### src/rtl/ann_snoop_pkg.sv
package ann_snoop_pkg;

    localparam int WORD_W       = 16;
    localparam int SPID_W       = 80;
    localparam int SPID_WORDS   = SPID_W / WORD_W;
    localparam int SEQ_W        = 16;
    localparam int CLASS_W      = 8;

    localparam logic [WORD_W-1:0] TYPE_VLAN = 16'h8100;
    localparam logic [WORD_W-1:0] TYPE_PTP  = 16'h88F7;
    localparam logic [WORD_W-1:0] TYPE_IPV4 = 16'h0800;
    localparam logic [7:0]        IP_VIHL   = 8'h45;
    localparam logic [7:0]        IP_UDP    = 8'd17;
    localparam logic [WORD_W-1:0] UDP_PORT  = 16'd320;
    localparam logic [3:0]        MSG_ANN   = 4'hB;

    localparam int ETYPE_IDX    = 6;
    localparam int VLAN_SHIFT   = 2;
    localparam int IP_VIHL_OFS  = 0;
    localparam int IP_PROTO_OFS = 4;
    localparam int UDP_DPRT_OFS = 11;
    localparam int PTP_IN_IP    = 14;
    localparam int SPID_OFS     = 10;
    localparam int SEQ_OFS      = 15;
    localparam int CLASS_OFS    = 24;

    typedef enum logic [1:0] {
        ENC_NONE = 2'd0,
        ENC_RAW  = 2'd1,
        ENC_IP   = 2'd2
    } encap_e;

    typedef struct packed {
        logic [SPID_W-1:0]  src_port;
        logic [SEQ_W-1:0]   seq_id;
        logic [CLASS_W-1:0] clock_class;
    } ann_fields_t;

    function automatic int payload_base(input logic vlan);
        return ETYPE_IDX + 1 + (vlan ? VLAN_SHIFT : 0);
    endfunction

    function automatic int ptp_base(input logic vlan, input encap_e enc);
        return payload_base(vlan) + ((enc == ENC_IP) ? PTP_IN_IP : 0);
    endfunction

endpackage

### src/rtl/ann_word_idx.sv
module ann_word_idx #(
    parameter int CNT_W = 6
) (
    input  logic             clk,
    input  logic             rst,
    input  logic             in_valid,
    input  logic             in_sof,
    input  logic             in_eof,
    output logic             fire,
    output logic [CNT_W-1:0] idx
);
    localparam logic [CNT_W-1:0] CNT_MAX = {CNT_W{1'b1}};

    logic             active_q;
    logic [CNT_W-1:0] cnt_q;

    assign fire = in_valid && (in_sof || active_q);
    assign idx  = in_sof ? '0 : cnt_q;

    always_ff @(posedge clk) begin
        if (rst) begin
            active_q <= 1'b0;
            cnt_q    <= '0;
        end else if (fire) begin
            active_q <= !in_eof;
            cnt_q    <= (idx == CNT_MAX) ? idx : idx + 1'b1;
        end
    end
endmodule

### src/rtl/ann_encap_cls.sv
module ann_encap_cls
    import ann_snoop_pkg::*;
#(
    parameter int CNT_W = 6
) (
    input  logic              clk,
    input  logic              rst,
    input  logic              fire,
    input  logic              in_sof,
    input  logic [CNT_W-1:0]  idx,
    input  logic [WORD_W-1:0] data,
    output logic              vlan,
    output encap_e            encap,
    output logic              hdr_ok
);
    int wi;
    int pb;

    always_comb begin
        wi = int'(idx);
        pb = payload_base(vlan);
    end

    always_ff @(posedge clk) begin
        if (rst) begin
            vlan   <= 1'b0;
            encap  <= ENC_NONE;
            hdr_ok <= 1'b0;
        end else if (fire) begin
            if (in_sof) begin
                vlan   <= 1'b0;
                encap  <= ENC_NONE;
                hdr_ok <= 1'b1;
            end else begin
                if (wi == ETYPE_IDX) begin
                    if (data == TYPE_VLAN)      vlan   <= 1'b1;
                    else if (data == TYPE_PTP)  encap  <= ENC_RAW;
                    else if (data == TYPE_IPV4) encap  <= ENC_IP;
                    else                        hdr_ok <= 1'b0;
                end else if (vlan && wi == ETYPE_IDX + VLAN_SHIFT) begin
                    if (data == TYPE_PTP)       encap  <= ENC_RAW;
                    else if (data == TYPE_IPV4) encap  <= ENC_IP;
                    else                        hdr_ok <= 1'b0;
                end
                if (encap == ENC_IP) begin
                    if (wi == pb + IP_VIHL_OFS && data[15:8] != IP_VIHL)
                        hdr_ok <= 1'b0;
                    if (wi == pb + IP_PROTO_OFS && data[7:0] != IP_UDP)
                        hdr_ok <= 1'b0;
                    if (wi == pb + UDP_DPRT_OFS && data != UDP_PORT)
                        hdr_ok <= 1'b0;
                end
            end
        end
    end
endmodule

### src/rtl/ann_field_ext.sv
module ann_field_ext
    import ann_snoop_pkg::*;
#(
    parameter int CNT_W = 6
) (
    input  logic              clk,
    input  logic              rst,
    input  logic              fire,
    input  logic              in_sof,
    input  logic [CNT_W-1:0]  idx,
    input  logic [WORD_W-1:0] data,
    input  logic              vlan,
    input  encap_e            encap,
    output logic              type_ok,
    output logic              got_class,
    output ann_fields_t       fields
);
    int rel;

    always_comb begin
        rel = int'(idx) - ptp_base(vlan, encap);
    end

    always_ff @(posedge clk) begin
        if (rst) begin
            type_ok   <= 1'b0;
            got_class <= 1'b0;
            fields    <= '0;
        end else if (fire) begin
            if (in_sof) begin
                type_ok   <= 1'b0;
                got_class <= 1'b0;
            end else if (encap != ENC_NONE) begin
                if (rel == 0)
                    type_ok <= (data[11:8] == MSG_ANN);
                for (int k = 0; k < SPID_WORDS; k++) begin
                    if (rel == SPID_OFS + k)
                        fields.src_port[SPID_W-1-WORD_W*k -: WORD_W] <= data;
                end
                if (rel == SEQ_OFS)
                    fields.seq_id <= data;
                if (rel == CLASS_OFS) begin
                    fields.clock_class <= data[15:8];
                    got_class          <= 1'b1;
                end
            end
        end
    end
endmodule

### src/rtl/ann_snoop.sv
module ann_snoop
    import ann_snoop_pkg::*;
#(
    parameter int CNT_W = 6
) (
    input  logic               clk,
    input  logic               rst,
    input  logic               in_valid,
    input  logic               in_sof,
    input  logic               in_eof,
    input  logic [WORD_W-1:0]  in_data,
    output logic               out_done,
    output logic               out_announce,
    output logic [SEQ_W-1:0]   out_seq_id,
    output logic [SPID_W-1:0]  out_src_port,
    output logic [CLASS_W-1:0] out_clock_class
);
    logic             fire;
    logic [CNT_W-1:0] idx;
    logic             vlan;
    encap_e           encap;
    logic             hdr_ok;
    logic             type_ok;
    logic             got_class;
    ann_fields_t      fields;
    logic             done_q;

    ann_word_idx #(.CNT_W(CNT_W)) u_idx (
        .clk(clk), .rst(rst), .in_valid(in_valid), .in_sof(in_sof),
        .in_eof(in_eof), .fire(fire), .idx(idx)
    );

    ann_encap_cls #(.CNT_W(CNT_W)) u_cls (
        .clk(clk), .rst(rst), .fire(fire), .in_sof(in_sof), .idx(idx),
        .data(in_data), .vlan(vlan), .encap(encap), .hdr_ok(hdr_ok)
    );

    ann_field_ext #(.CNT_W(CNT_W)) u_ext (
        .clk(clk), .rst(rst), .fire(fire), .in_sof(in_sof), .idx(idx),
        .data(in_data), .vlan(vlan), .encap(encap), .type_ok(type_ok),
        .got_class(got_class), .fields(fields)
    );

    always_ff @(posedge clk) begin
        if (rst) done_q <= 1'b0;
        else     done_q <= fire && in_eof;
    end

    assign out_done        = done_q;
    assign out_announce    = done_q && hdr_ok && type_ok && got_class;
    assign out_seq_id      = fields.seq_id;
    assign out_src_port    = fields.src_port;
    assign out_clock_class = fields.clock_class;
endmodule

### config.mk
export PLATFORM = sky130hd
export DESIGN_NAME = ann_snoop
export DESIGN_NICKNAME = d
export VERILOG_FILES = /design/src/rtl/ann_snoop_pkg.sv /design/src/rtl/ann_word_idx.sv /design/src/rtl/ann_encap_cls.sv /design/src/rtl/ann_field_ext.sv /design/src/rtl/ann_snoop.sv
export SDC_FILE = /design/constraint.sdc
export NUM_CORES = 1
export LEC_CHECK = 0
export BUFFER_PORTS_ARGS = -buffer_cell sky130_fd_sc_hd__buf_4
export CAP_MARGIN = 5
export CORE_MARGIN = 2
export CORE_UTILIZATION = 45
export CTS_CLUSTER_DIAMETER = 30
export DETAILED_ROUTE_END_ITERATION = 8
export PLACE_DENSITY = 0.68
export SYNTH_ARGS = -nofsm -noshare
export SYNTH_HDL_FRONTEND = slang
export SYNTH_SLANG_ARGS = --single-unit
### constraint.sdc
create_clock -name clk -period 3.4 [get_ports clk]
set_input_delay 0.51 -clock clk [delete_from_list [all_inputs] [get_ports clk]]
set_output_delay 0.51 -clock clk [all_outputs]
set_load 0.01 [all_outputs]
# After elaboration in Yosys (flattened, before gate mapping)
# Cells that the tools add are included.
[word_totals] register_bits=118 in_bits=21 output_inout_bits=106
[classes] addsub=6 eq_ne=22 muxes=29 bitwise=1 n_reduce_logical=30
[op_table] cell="$eq 32x5->1 const B" n=6
[op_table] cell="$eq 7x32->1" n=3
[op_table] cell="$add 32x32->32" n=1
[op_table] cell="$add 32x4->32 const B" n=1
[op_table] cell="$add 32x5->32 const B" n=1
[op_table] cell="$add 4x32->32 const A" n=1
[op_table] cell="$eq 16x16->1 const B" n=2
[op_table] cell="$eq 32x6->1 const B" n=1
[op_table] cell="$logic_not 32->1" n=1
[op_table] cell="$sub 7x32->32" n=1
[op_table] cell="$reduce_and 4->1" n=7
[op_table] cell="$mux 1" n=19
[op_table] cell="$eq 16x12->1 const B" n=1
[op_table] cell="$ne 16x9->1 const B" n=1
[op_table] cell="$mux 2" n=7
[op_table] cell="$mux 6" n=2
[op_table] cell="$reduce_and 3->1" n=4
[op_table] cell="$reduce_bool 2->1" n=6
[op_table] cell="$logic_and 1x1->1" n=9
[op_table] cell="$ne 8x5->1 const B" n=1
[op_table] cell="$ne 8x7->1 const B" n=1
[op_table] cell="$add 6x1->6 const B" n=1
[op_table] cell="$eq 6x4->1 const B" n=1
[op_table] cell="$eq 6x5->1 const B" n=1
[op_table] cell="9 further kinds" n=9

# Depth between registers and ports, before layout
[logic_depth] ltp_word=10 depth_mapped=15 mapped_depth_nobuf=14

# By module
# From an unflattened synthesis, not the netlist that was laid out.
[unflattened] hier_cells=526 hier_area_um2=5544.1
[by_module_without_submodules] mod="ann_field_ext" n_inst=1 cells_each=422 area_per_inst_um2=4626.9 seq_area_each_um2=2122.0
[by_module_without_submodules] mod="ann_encap_cls" n_inst=1 cells_each=53 area_per_inst_um2=444.2 seq_area_each_um2=80.1
[by_module_without_submodules] mod="ann_word_idx" n_inst=1 cells_each=48 area_per_inst_um2=435.4 seq_area_each_um2=140.1
[by_module_without_submodules] mod="ann_snoop" n_inst=1 cells_each=3 area_per_inst_um2=37.5 seq_area_each_um2=20.0

# Least setup slack after synthesis
# No wires, ideal clock.
[synth_path] kind="register -> register" from="reg u_cls.vlan" to="reg u_ext.fields[80] (netlist name)" setup_ns=0.125 t_arrival_ns=3.510 t_required_ns=3.275 setup_slack_ns=-0.236 stages_incl_launch_ff=16 path_buffers=2 synth_period_minus_slack_ns=3.636 path_cell_list="dfxtp_1 clkbuf_1 inv_1 ha_1 xnor2_1 ha_1 and4b_1 o21a_1 o21ai_0 nor2b_1 ha_1 nor4b_4 nor4b_2 nand3_2 buf_6 mux2i_1"
[synth_via] elab_chain_len=6
[synth_rtl] element="start, declared" line="ann_encap_cls.sv:12" rtl="output logic vlan,"
[synth_rtl] element="start signal, assigned" line="ann_encap_cls.sv:26" rtl="vlan <= 1'b0;"
[synth_rtl] element="start signal, assigned" line="ann_encap_cls.sv:31" rtl="vlan <= 1'b0;"
[synth_rtl] element="start signal, assigned" line="ann_encap_cls.sv:36" rtl="if (data == TYPE_VLAN) vlan <= 1'b1;"
[synth_rtl] element="$mux 2" line="ann_snoop_pkg.sv:40" rtl="return ETYPE_IDX + 1 + (vlan ? VLAN_SHIFT : 0);"
[synth_rtl] element="$add 4x32->32" line="ann_snoop_pkg.sv:40"
[synth_rtl] element="$add 32x32->32" line="ann_snoop_pkg.sv:44" rtl="return payload_base(vlan) + ((enc == ENC_IP) ? PTP_IN_IP : 0);"
[synth_rtl] element="$sub 7x32->32" line="ann_field_ext.sv:21" rtl="rel = int'(idx) - ptp_base(vlan, encap);"
[synth_rtl] element="$eq 32x5->1" line="ann_field_ext.sv:37" rtl="if (rel == SPID_OFS + k)"
[synth_rtl] element="$reduce_and 4->1 (no source line)"
# Every way passes these cells.
# A chain may end at the register's enable or synchronous reset.

# Worst setup path in the final report
[layout_path] from="reg u_cls.encap[1]" to="reg u_ext.fields[84] (netlist name)"
[layout_via] elab_chain_len=6
[layout_rtl] element="start, declared" line="ann_encap_cls.sv:13" rtl="output encap_e encap,"
[layout_rtl] element="start signal, assigned" line="ann_encap_cls.sv:27" rtl="encap <= ENC_NONE;"
[layout_rtl] element="start signal, assigned" line="ann_encap_cls.sv:32" rtl="encap <= ENC_NONE;"
[layout_rtl] element="start signal, assigned" line="ann_encap_cls.sv:37" rtl="else if (data == TYPE_PTP) encap <= ENC_RAW;"
[layout_rtl] element="$eq 2x2->1" line="ann_snoop_pkg.sv:44"
[layout_rtl] element="$mux 4" line="ann_snoop_pkg.sv:44"
[layout_rtl] element="$add 32x32->32" line="ann_snoop_pkg.sv:44"
[layout_rtl] element="$sub 7x32->32" line="ann_field_ext.sv:21"
[layout_rtl] element="$eq 32x5->1" line="ann_field_ext.sv:37"
[layout_rtl] element="$reduce_and 4->1 (no source line) *"
# Every way passes the cells marked *; elsewhere a longest branch is shown, timed or not.

==> metrics.log <==
INFO  metric outcome = completed
INFO  metric critPathRequiredTime = around 3700 ps
INFO  metric timing.critical_path.from_type = register
INFO  metric layout.nets = 710
INFO  metric endpoint = u_ext.fields[84]$_SDFFE_PP0P_
INFO  metric unrepaired_setup_endpoints_after_global_routing = yes
INFO  metric ioPinCount = 127
INFO  metric synth-edff-count = 0
INFO  metric detail_route.drc_violations = 0
INFO  metric yosys_warnings = 0
INFO  metric clock-root-buffer = sky130_fd_sc_hd__clkbuf_16
INFO  metric worst_slew_margin_rel = 0.540
INFO  metric ant_nets = 0
INFO  metric num_antenna_cells = 0
INFO  metric p_leak = 3.60 nW
INFO  metric slew_viol_final = 0
INFO  metric cts_hold_repair.buffers = 0
INFO  metric layout_min_cycle_time = ~3200 ps
INFO  metric postSynth.topFlopCell = sky130_fd_sc_hd__dfxtp_1
INFO  metric fp.dieH = ~110 um
INFO  metric die-area = 13200 um2
INFO  metric crit_cells = 14
INFO  metric port_buffers = roughly 130
INFO  metric synth_cell_types = 57
INFO  metric ys_seq_area_frac = 0.428
INFO  metric timing.critical_path.from = u_cls.encap[1]$_SDFFE_PP0P_
INFO  metric grt-ovfl-total = 0
INFO  metric worst_path_max_delay_cell = sky130_fd_sc_hd__dfxtp_1
INFO  metric criticalPathCategory = register to register
INFO  metric syn-num-nets = 571
INFO  metric final.setup.worst_slack = 200 ps
INFO  metric vdd.ir_drop.worst = between 200 and 250 uV
INFO  metric power_density = 450 nW/um2
INFO  metric detailed_place_hpwl = 10600 um
INFO  metric crit_path_cell_trace = nand2b_4 > ha_4 > xnor2_1 > ha_1 > and4b_2 > o21a_1 > o21ai_1 > nor2b_2 > ha_1 > nor4b_4 > nor4b_4 > nand3_4 > buf_12 > mux2i_1
INFO  metric num_cts_buffers = 17
INFO  metric layout.cells.most_common = sky130_fd_sc_hd__buf_4
INFO  metric crit_family = simple AND/OR/NAND/NOR gates
INFO  metric clock_tree_from_tritoncts = done
INFO  metric cts-htree-levels = 4
INFO  metric final_cell_mix = 145 x sky130_fd_sc_hd__buf_4, 128 x sky130_fd_sc_hd__nand2b_1, 117 x sky130_fd_sc_hd__dfxtp_1
INFO  metric post_synth_inst_count = 537
INFO  metric fmaxAchievable = 312 MHz
INFO  metric crit-reg2reg-launch = u_cls.encap[1]$_SDFFE_PP0P_
INFO  metric area_growth = 34.2%
INFO  metric worst_setup_hold_path_clk_slew = 50 ps
INFO  metric post_synth.cell_area_avg = 10.3 um2
INFO  metric worst_ep_arrival_time = 3470 ps
INFO  metric vias = 4400
INFO  metric syn_area = 5520 um2
INFO  metric first_global_vias = 4433
INFO  metric initial_core_utilization = 0.460
INFO  metric setup.reg_to_reg.worst_slack = 200 ps
INFO  metric number_of_clock_sinks = 118
INFO  metric post_placement_worst_setup_slack = 42.1 ps
INFO  metric end_kind = register
INFO  metric critical_path.max_stage_delay = 400 ps
INFO  metric horizontal_die_dimension = 115 um
INFO  metric grt_start_max_net_pins = 71
INFO  metric maximum_clock_path_buffer_count = 2
INFO  metric antenna_found_initial = 0
INFO  metric design.core.area = 12000 um2
INFO  metric finalCoreUtilization = 0.617
INFO  metric final-hold-violation-count = 0
INFO  metric hold_class = input port to register
INFO  metric setup_viol = 0
INFO  metric drt_iter0_markers = 285
INFO  metric worstSkewPairLatency = 410 ps
INFO  metric holdPathStages = 2
INFO  metric register_to_register_path_depth = 14
INFO  metric drtPass1Iterations = 4
INFO  metric layout_worst_path_cycle_share = 0.941
INFO  metric worst_clock_skew = 12.9 ps
INFO  metric global_route_wire_length_before_repair = 23200 um
INFO  metric async_flop_share = 0
INFO  metric floorplan.rows = 40
INFO  metric globalplace.congestion = 0.887
INFO  metric final_layout_size_suffix_gt1_frac = 0.300
INFO  metric rr_endpoint = u_ext.fields[84]$_SDFFE_PP0P_
INFO  metric highest_net_fanout_along_the_worst_path = 16
INFO  metric global_route.usage.total = 0.231
INFO  metric wl = roughly 15000 um
INFO  metric cap_viol_max_count = 0
INFO  metric routed_wire_length_per_instance = 17.6 um
INFO  metric yosys_register_bits = around 120
INFO  metric timing_worst_slew_pin_value = between 600 and 700 ps
INFO  metric worst-path-buf-inv = 1
INFO  metric via_per_inst = 5.26
==> registers in the layout, indices dropped and copies added (netlist names) <==
| name | flops |
|---|---|
| u_ext.fields | 104 |
| u_idx.cnt_q | 6 |
| u_cls.encap | 2 |
| out_done | 1 |
| u_cls.hdr_ok | 1 |
| u_cls.vlan | 1 |
| u_ext.got_class | 1 |
| u_ext.type_ok | 1 |
| u_idx.active_q | 1 |
==> worst min path at each step <==
stage,from,end
2_1_floorplan,u_ext.got_class$_SDFFE_PP0P_,u_ext.got_class$_SDFFE_PP0P_
3_3_place_gp,u_ext.got_class$_SDFFE_PP0P_,u_ext.got_class$_SDFFE_PP0P_
3_5_place_dp,u_ext.got_class$_SDFFE_PP0P_,u_ext.got_class$_SDFFE_PP0P_
4_1_cts,in_eof,u_idx.active_q$_SDFFE_PP0P_
5_1_grt,in_eof,u_idx.active_q$_SDFFE_PP0P_
6_report,in_eof,u_idx.active_q$_SDFFE_PP0P_
==> cell type report <==
type / count / area (um2)
Clock buffer: 25 / 515
Sequential cell: 118 / 2360
Multi-Input combinational cell: 377 / 3000
Tap cell: 147 / 184
Timing Repair Buffer: 151 / 1210
Inverter: 11 / 41.3
Fill cell: 1030 / 4600
Clock inverter: 7 / 91.3
==> what timing repair did <==
item                                    CTS  global route
buffers inserted                          0             2
resized for setup                         0             8
endpoints found under the setup margin    0            68
==> logic make-up (layout without fill, tap and decap cells) <==
group           Yosys count  count (layout)  synth area share
flops                   118             118             0.428
simple gates            213             213             0.251
compound gates           39              39            0.0458
fa+ha+maj                13              13            0.0322
xor+xnor                  4               4           0.00635
buf+inv                  42             194            0.0403
mux                     108             108             0.196
==> power breakdown <==
group | internal, W | switching [W]
Clock | 0.00119 | 0.000607
Sequential | 0.00139 | 0.00000320
Combinational | 0.0000597 | 0.0000846
==> per-stage QoR <==
stage                     TNS, ps  hold slack (ps)  instances  total power (W)  area (um2)
final                           0              294        836          0.00333        7410
after detailed placement        0              440        802          0.00156        6760
after CTS                       0              274        834          0.00336        7370
after global routing         -344              297        836          0.00343        7410
after global placement          0              430        802          0.00156        6760
after floorplan              -252              420        537          0.00150        5590
==> cell usage after synthesis (all sizes together) (2+ instances only) <==
master	n	share of area
nand2b	130	0.15
dfxtp	118	0.43
mux2i	107	0.19
clkbuf	18	0.012
nor2	14	0.0095
buf	13	0.021
a21oi	11	0.011
ha	11	0.025
inv	11	0.0075
nand2	9	0.0061
nand4	9	0.012
o21ai	9	0.0082
nand3	6	0.0082
and4	5	0.0079
nand3b	5	0.0068
nor3	5	0.0045
nor4	5	0.0057
and4b	4	0.0073
nor2b	4	0.0045
a211oi	3	0.0041
nor3b	3	0.0041
nor4b	3	0.0097
a21boi	2	0.0027
a21o	2	0.0027
a31oi	2	0.0023
and2b	2	0.0029
and3	2	0.0023
fa	2	0.0073
o21a	2	0.0027
or3	2	0.0032
xnor2	2	0.0032
xor2	2	0.0032
==> metal layers <==
metal | track usage | share of wire | vias up
met5 | 0 | 0 | -
met2 | 0.383 | 0.49 | 139
met4 | 0.0892 | 0.016 | 0
met1 | 0.291 | 0.44 | 2112
li1 | - | - | 2132
met3 | 0.0569 | 0.059 | 17
No activity file was read; power rests on OpenSTA's default activity.
